$ cat src/rtl/spi_flash_phy_pkg.sv
package spi_flash_phy_pkg;

  // Lane-width codes carried with each word
  localparam logic [1:0] WC_X1 = 2'd0;
  localparam logic [1:0] WC_X2 = 2'd1;
  localparam logic [1:0] WC_X4 = 2'd2;
  localparam logic [1:0] WC_X8 = 2'd3;

  typedef enum logic [1:0] {
    ST_IDLE  = 2'd0,
    ST_SHIFT = 2'd1,
    ST_HOLD  = 2'd2,
    ST_GAP   = 2'd3
  } phy_state_e;

endpackage

$ cat src/rtl/spi_flash_phy_clkdiv.sv
module spi_flash_phy_clkdiv #(
  parameter int DIV_W = 8
) (
  input  logic             clk,
  input  logic             rst,
  input  logic             run,
  input  logic [DIV_W-1:0] div,
  output logic             tick
);

  logic [DIV_W-1:0] cnt_q;

  // One tick per half serial period: div+1 system cycles
  always_ff @(posedge clk) begin
    if (rst || !run) begin
      cnt_q <= '0;
    end else if (cnt_q >= div) begin
      cnt_q <= '0;
    end else begin
      cnt_q <= cnt_q + 1'b1;
    end
  end

  assign tick = run && (cnt_q >= div);

endmodule

$ cat src/rtl/spi_flash_phy_txmap.sv
module spi_flash_phy_txmap #(
  parameter int DW    = 32,
  parameter int LANES = 4
) (
  input  logic [DW-1:0]    shreg,
  input  logic [1:0]       wcode,
  input  logic             active,
  input  logic [LANES-1:0] mask,
  output logic [LANES-1:0] dq_o,
  output logic [LANES-1:0] dq_oe
);

  // Top w bits of the shift register go out, lane w-1 taking the MSB
  always_comb begin
    int w;
    w     = 1 << wcode;
    dq_o  = '0;
    dq_oe = '0;
    for (int l = 0; l < LANES; l++) begin
      if (l < w) begin
        dq_o[l]  = shreg[DW - w + l];
        dq_oe[l] = active && mask[l];
      end
    end
  end

endmodule

$ cat src/rtl/spi_flash_phy_rxshift.sv
module spi_flash_phy_rxshift
  import spi_flash_phy_pkg::*;
#(
  parameter int DW    = 32,
  parameter int LANES = 4
) (
  input  logic             clk,
  input  logic             rst,
  input  logic             clr,
  input  logic             sample,
  input  logic [1:0]       wcode,
  input  logic [LANES-1:0] dq_i,
  output logic [DW-1:0]    word
);

  localparam int PAD = 8;

  logic [PAD-1:0] din;

  for (genvar i = 0; i < PAD; i++) begin : g_pad
    if (i < LANES) begin : g_wired
      assign din[i] = dq_i[i];
    end else begin : g_absent
      assign din[i] = 1'b0;
    end
  end

  // Single-lane capture listens on lane 1 (lane 0 is the outgoing line)
  always_ff @(posedge clk) begin
    if (rst || clr) begin
      word <= '0;
    end else if (sample) begin
      case (wcode)
        WC_X1:   word <= {word[DW-2:0], din[1]};
        WC_X2:   word <= {word[DW-3:0], din[1:0]};
        WC_X4:   word <= {word[DW-5:0], din[3:0]};
        default: word <= {word[DW-9:0], din[7:0]};
      endcase
    end
  end

endmodule

$ cat src/rtl/spi_flash_phy.sv
module spi_flash_phy
  import spi_flash_phy_pkg::*;
#(
  parameter int DW    = 32,
  parameter int LANES = 4,
  parameter int DIV_W = 8,
  parameter int GAP_W = 4,
  parameter int LEN_W = $clog2(DW + 1)
) (
  input  logic             clk,
  input  logic             rst,
  input  logic             sink_valid,
  output logic             sink_ready,
  input  logic [DW-1:0]    sink_data,
  input  logic [LEN_W-1:0] sink_len,
  input  logic [1:0]       sink_width,
  input  logic [LANES-1:0] sink_oe_mask,
  input  logic             sink_last,
  output logic             src_valid,
  output logic [DW-1:0]    src_data,
  input  logic [DIV_W-1:0] clk_div,
  input  logic [GAP_W-1:0] cs_gap,
  output logic             spi_cs_n,
  output logic             spi_clk,
  output logic [LANES-1:0] dq_o,
  output logic [LANES-1:0] dq_oe,
  input  logic [LANES-1:0] dq_i
);

  localparam logic [LEN_W-1:0] FULL_LEN = LEN_W'(DW);

  phy_state_e       st_q;
  logic [DW-1:0]    shreg_q;
  logic [LEN_W-1:0] bits_left_q;
  logic [1:0]       wcode_q;
  logic [LANES-1:0] mask_q;
  logic             last_q;
  logic             cs_n_q;
  logic             sclk_q;
  logic             src_valid_q;
  logic [GAP_W-1:0] gap_cnt_q;

  logic             tick;
  logic             rise;
  logic             fall;
  logic             accept;
  logic [LEN_W-1:0] step;

  assign sink_ready = (st_q == ST_IDLE) || (st_q == ST_HOLD);
  assign accept     = sink_valid && sink_ready;
  assign rise       = tick && !sclk_q;
  assign fall       = tick && sclk_q;
  assign step       = LEN_W'(1) << wcode_q;

  spi_flash_phy_clkdiv #(.DIV_W(DIV_W)) i_div (
    .clk  (clk),
    .rst  (rst),
    .run  (st_q == ST_SHIFT),
    .div  (clk_div),
    .tick (tick)
  );

  spi_flash_phy_txmap #(.DW(DW), .LANES(LANES)) i_tx (
    .shreg  (shreg_q),
    .wcode  (wcode_q),
    .active (st_q == ST_SHIFT),
    .mask   (mask_q),
    .dq_o   (dq_o),
    .dq_oe  (dq_oe)
  );

  spi_flash_phy_rxshift #(.DW(DW), .LANES(LANES)) i_rx (
    .clk    (clk),
    .rst    (rst),
    .clr    (accept),
    .sample (rise),
    .wcode  (wcode_q),
    .dq_i   (dq_i),
    .word   (src_data)
  );

  always_ff @(posedge clk) begin
    if (rst) begin
      st_q        <= ST_IDLE;
      shreg_q     <= '0;
      bits_left_q <= '0;
      wcode_q     <= WC_X1;
      mask_q      <= '0;
      last_q      <= 1'b0;
      cs_n_q      <= 1'b1;
      sclk_q      <= 1'b0;
      src_valid_q <= 1'b0;
      gap_cnt_q   <= '0;
    end else begin
      src_valid_q <= 1'b0;
      case (st_q)
        ST_IDLE, ST_HOLD: begin
          if (accept) begin
            shreg_q     <= sink_data << (FULL_LEN - sink_len);
            bits_left_q <= sink_len;
            wcode_q     <= sink_width;
            mask_q      <= sink_oe_mask;
            last_q      <= sink_last;
            cs_n_q      <= 1'b0;
            st_q        <= ST_SHIFT;
          end
        end
        ST_SHIFT: begin
          if (rise) begin
            sclk_q      <= 1'b1;
            bits_left_q <= (bits_left_q > step) ? bits_left_q - step : '0;
          end else if (fall) begin
            sclk_q <= 1'b0;
            if (bits_left_q == '0) begin
              src_valid_q <= 1'b1;
              if (last_q) begin
                cs_n_q    <= 1'b1;
                gap_cnt_q <= cs_gap;
                st_q      <= ST_GAP;
              end else begin
                st_q <= ST_HOLD;
              end
            end else begin
              shreg_q <= shreg_q << step;
            end
          end
        end
        default: begin
          if (gap_cnt_q == '0) begin
            st_q <= ST_IDLE;
          end else begin
            gap_cnt_q <= gap_cnt_q - 1'b1;
          end
        end
      endcase
    end
  end

  assign spi_cs_n  = cs_n_q;
  assign spi_clk   = sclk_q;
  assign src_valid = src_valid_q;

endmodule

$ cat config.mk
export PLATFORM = sky130hd
export DESIGN_NAME = spi_flash_phy
export DESIGN_NICKNAME = d
export VERILOG_FILES = /design/src/rtl/spi_flash_phy_pkg.sv /design/src/rtl/spi_flash_phy_clkdiv.sv /design/src/rtl/spi_flash_phy_txmap.sv /design/src/rtl/spi_flash_phy_rxshift.sv /design/src/rtl/spi_flash_phy.sv
export SDC_FILE = /design/constraint.sdc
export NUM_CORES = 1
export LEC_CHECK = 0
export ABC_AREA = 1
export BUFFER_PORTS_ARGS = -buffer_cell sky130_fd_sc_hd__buf_4
export CAP_MARGIN = 20
export CORE_MARGIN = 10
export CORE_UTILIZATION = 35
export CTS_CLUSTER_SIZE = 12
export DETAILED_ROUTE_END_ITERATION = 6
export MAX_ROUTING_LAYER = met4
export PLACE_DENSITY = 0.59
export SKIP_LAST_GASP = 1
export SLEW_MARGIN = 20
export SYNTH_ARGS = -nofsm -noshare
export SYNTH_HDL_FRONTEND = slang
export SYNTH_HIERARCHICAL = 1
export SYNTH_SLANG_ARGS = --single-unit
$ cat constraint.sdc
create_clock -name clk -period 2.6 [get_ports clk]
set_input_delay 0.13 -clock clk [delete_from_list [all_inputs] [get_ports clk]]
set_output_delay 0.13 -clock clk [all_outputs]
set_load 0.05 [all_outputs]
==> run_results.csv <==
group,metric,value,unit
setup_path,cp-start-kind,"flop",
sta,setup_viol_count_final,0,
sta,tightest_slew,0.729,ns
global_routing,grt_pass1_vias,10400,
cts,cts_tree,"built",
setup_path,crit_type,"flop to output port",
cts,numCtsBuffers,9,
cells_and_area,layout-area-overhead-vs-synth,15.6,%
yosys,yosys_warnings,6,
cells_and_area,final_layout_size_suffix_gt1_frac,0.125,
die,die_area,0.0335,mm2
place,hpwl,24500,um
yosys,synthArstFlopShare,0,
setup_path,end_kind,"output port",
yosys,synth_seq_cells,94,
place,gp_congestion,0.928,
setup_path,crit_fanout,6,
detailed_routing,routed_via_density,5.42,
detailed_routing,wl_per_cell,16.0,um
detailed_routing,route.vias.total,11200,
yosys,synth_commonest_cells,"nand2_1 (552), nand3_1 (397), nor2_1 (126)",
power,total_power,0.00562,W
sta,fin_crit_sh,0.952,
detailed_routing,firstDrtPassIters,5,
detailed_routing,drc,0,
die,placementRows,59,
cts,clkTransAtPathRegs,0.07,ns
die,die_h,183,um
setup_path,crit_slowest_cell,"dfxtp_4",
cells_and_area,antenna_cells,0,
die,die_x,183,um
global_routing,track_usage,0.198,
yosys,syn_inst,1662,
cts,clk_latency,0.36,ns
yosys,syn_area,0.00930,mm2
global_routing,grt_pass1_wl,54100,um
power,irDropWorstVdd,0.000315,V
yosys,synth_area_leaders,"nand2_1 (22%), nand3_1 (21%), dfxtp_1 (20%)",
sta,max-slew-margin-rel,0.513,
yosys,synth_top_area_cell,"nand2_1",
yosys,syn-num-nets,1758,
yosys,ys_seq_area_frac,0.202,
setup_path,max_stage_delay,0.40,ns
yosys,syn-mean-instance-area,5.60,um2
status,outcome,"completed",
global_routing,gr-total-overflow,0,
sta,worst_slack,0.126,ns
sta,finalClockSkew,0.0116,ns
die,ios,108,
setup_path,cp.arrival,2.34,ns
cells_and_area,nets,1823,
detailed_routing,ant_nets,0,
sta,hold_violations,0,
cells_and_area,stdcell_count,2067,
place,pre_cts_ws,0.121,ns
power,powerDensity,523,mW/mm2
global_routing,grt_start_max_net_pins,49,
sta,fmax,404,MHz
min_path,hold_path.class,"input port to flop",
die,start_util,0.356,
cells_and_area,final_core_util,0.412,
place,port-buffer-count,107,
cts,cts_buffer_depth,2,
yosys,yosys.area.top_type_share,0.223,
yosys,synth_cell_types,48,
sta,slew_violations,0,
setup_path,cp_num_buf_inv,3,
setup_path,crit_family,"simple AND/OR/NAND/NOR gates",
power,power_leakage,5.02,nW
cts,root_buffer,"clkbuf_16",
sta,setup-tns-final,0,ns
global_routing,antenna_found_initial,0,
detailed_routing,drtIter0Drc,1049,
yosys,synth_most_common_cell,"nand2_1",
detailed_routing,routed_wl,33100,um
die,core_area,0.0261,mm2
yosys,ys.flop_type,"dfxtp_1",
setup_path,path_cells,"clkinvlp_4 -> ha_4 -> ha_4 -> buf_4 -> nand3_1 -> nand3_1 -> nand3_1 -> nand2_1 -> nand2_1 -> nand2_1 -> nor2_2 -> buf_6",
cts,htree_levels,3,
place,place_inst,2040,
sta,min_period,2.47,ns
yosys,synth-edff-count,0,
setup_path,critical_path_required,2.47,ns
sta,rsz0062_at_grt,"true",
cts,cts_sinks,94,
job,cap_violations,0,
## kinds of logic after synthesis
family,count (synthesis),synth area share
AO/OA/AOI/OAI,205,0.119
XOR/XNOR,9,0.00928
adder cells (fa/ha/maj),32,0.0439
buffers and inverters,213,0.109
flip-flops,94,0.202
AND/OR/NAND/NOR,1109,0.516
## metrics by stage
| step | area (um2) | hold WS [ns] |
|---|---|---|
| after floorplan | 9310 | 0.265 |
| after global placement | 10200 | 0.356 |
| after detailed placement | 10200 | 0.366 |
| after CTS | 10600 | 0.0177 |
| after global routing | 10800 | 0.0428 |
| final | 10800 | 0.0269 |
## final timing paths
check / from / to / slack [ns] / cells after the start
worst max-delay path: wcode_q[1] / dq_o[2] / 0.13 / 12
worst min-delay path: sink_last / last_q / 0.03 / 3
worst max register to register: wcode_q[1] / shreg_q[29] / 0.22 / 15
worst min register to register: i_div/cnt_q[0] / i_div/cnt_q[0] / 0.47 / 1
## sequential cells by signal, indices dropped and copies added (netlist names)
name / cells
i_rx/word: 32
shreg_q: 32
i_div/cnt_q: 8
bits_left_q: 6
gap_cnt_q: 4
mask_q: 4
st_q: 2
wcode_q: 2
last_q: 1
spi_clk: 1
spi_cs_n: 1
src_valid: 1
## worst register-to-register path, delay by kind of cell, from the launching register on
family                   cells  cell delay (ns)
buffers and inverters        5             0.82
AND/OR/NAND/NOR              9             0.87
flip-flops                   1             0.40
adder cells (fa/ha/maj)      1             0.25
## metal layers
metal	routed length, um	vias up	track usage
met5	0	-	-
met4	816	0	0.0518
met3	2250	56	0.0338
met2	15300	406	0.317
met1	14800	5109	0.252
li1	-	5623	-
## power by group
part,switching (W),internal [W]
clock network,0.000651,0.000792
registers,0.000210,0.00156
logic,0.00159,0.000825
total,0.00245,0.00318
## cell usage in the layout, fill, tap and decap left out, types with 5 or more instances in the layout
cell type	count
inv_1	95
o21ai_0	62
nor2_1	123
nor2_4	5
a21oi_1	87
xor2_1	6
nand3_1	397
inv_2	11
ha_1	26
o21ai_1	23
o21a_1	6
clkbuf_16	9
a31oi_1	11
nand2_2	5
dfxtp_1	92
buf_4	144
o211ai_1	9
nand2_1	552
## layout make-up
cell class / count / area (um2)
clock buffer: 10 / 239
sequential: 94 / 1890
multi-input combinational: 1355 / 6470
tap: 335 / 419
fill: 2840 / 15400
inverter: 113 / 449
timing repair buffer: 154 / 1210
clock inverter: 6 / 77.6
## repair_timing
item,in CTS,in global routing
hold endpoints to repair,4,0
buffers inserted,0,7
endpoints found under the setup margin,1,31
hold buffers,4,0
gates resized for setup,8,16
pin swaps,0,1
(Power assumes the default switching activity.)
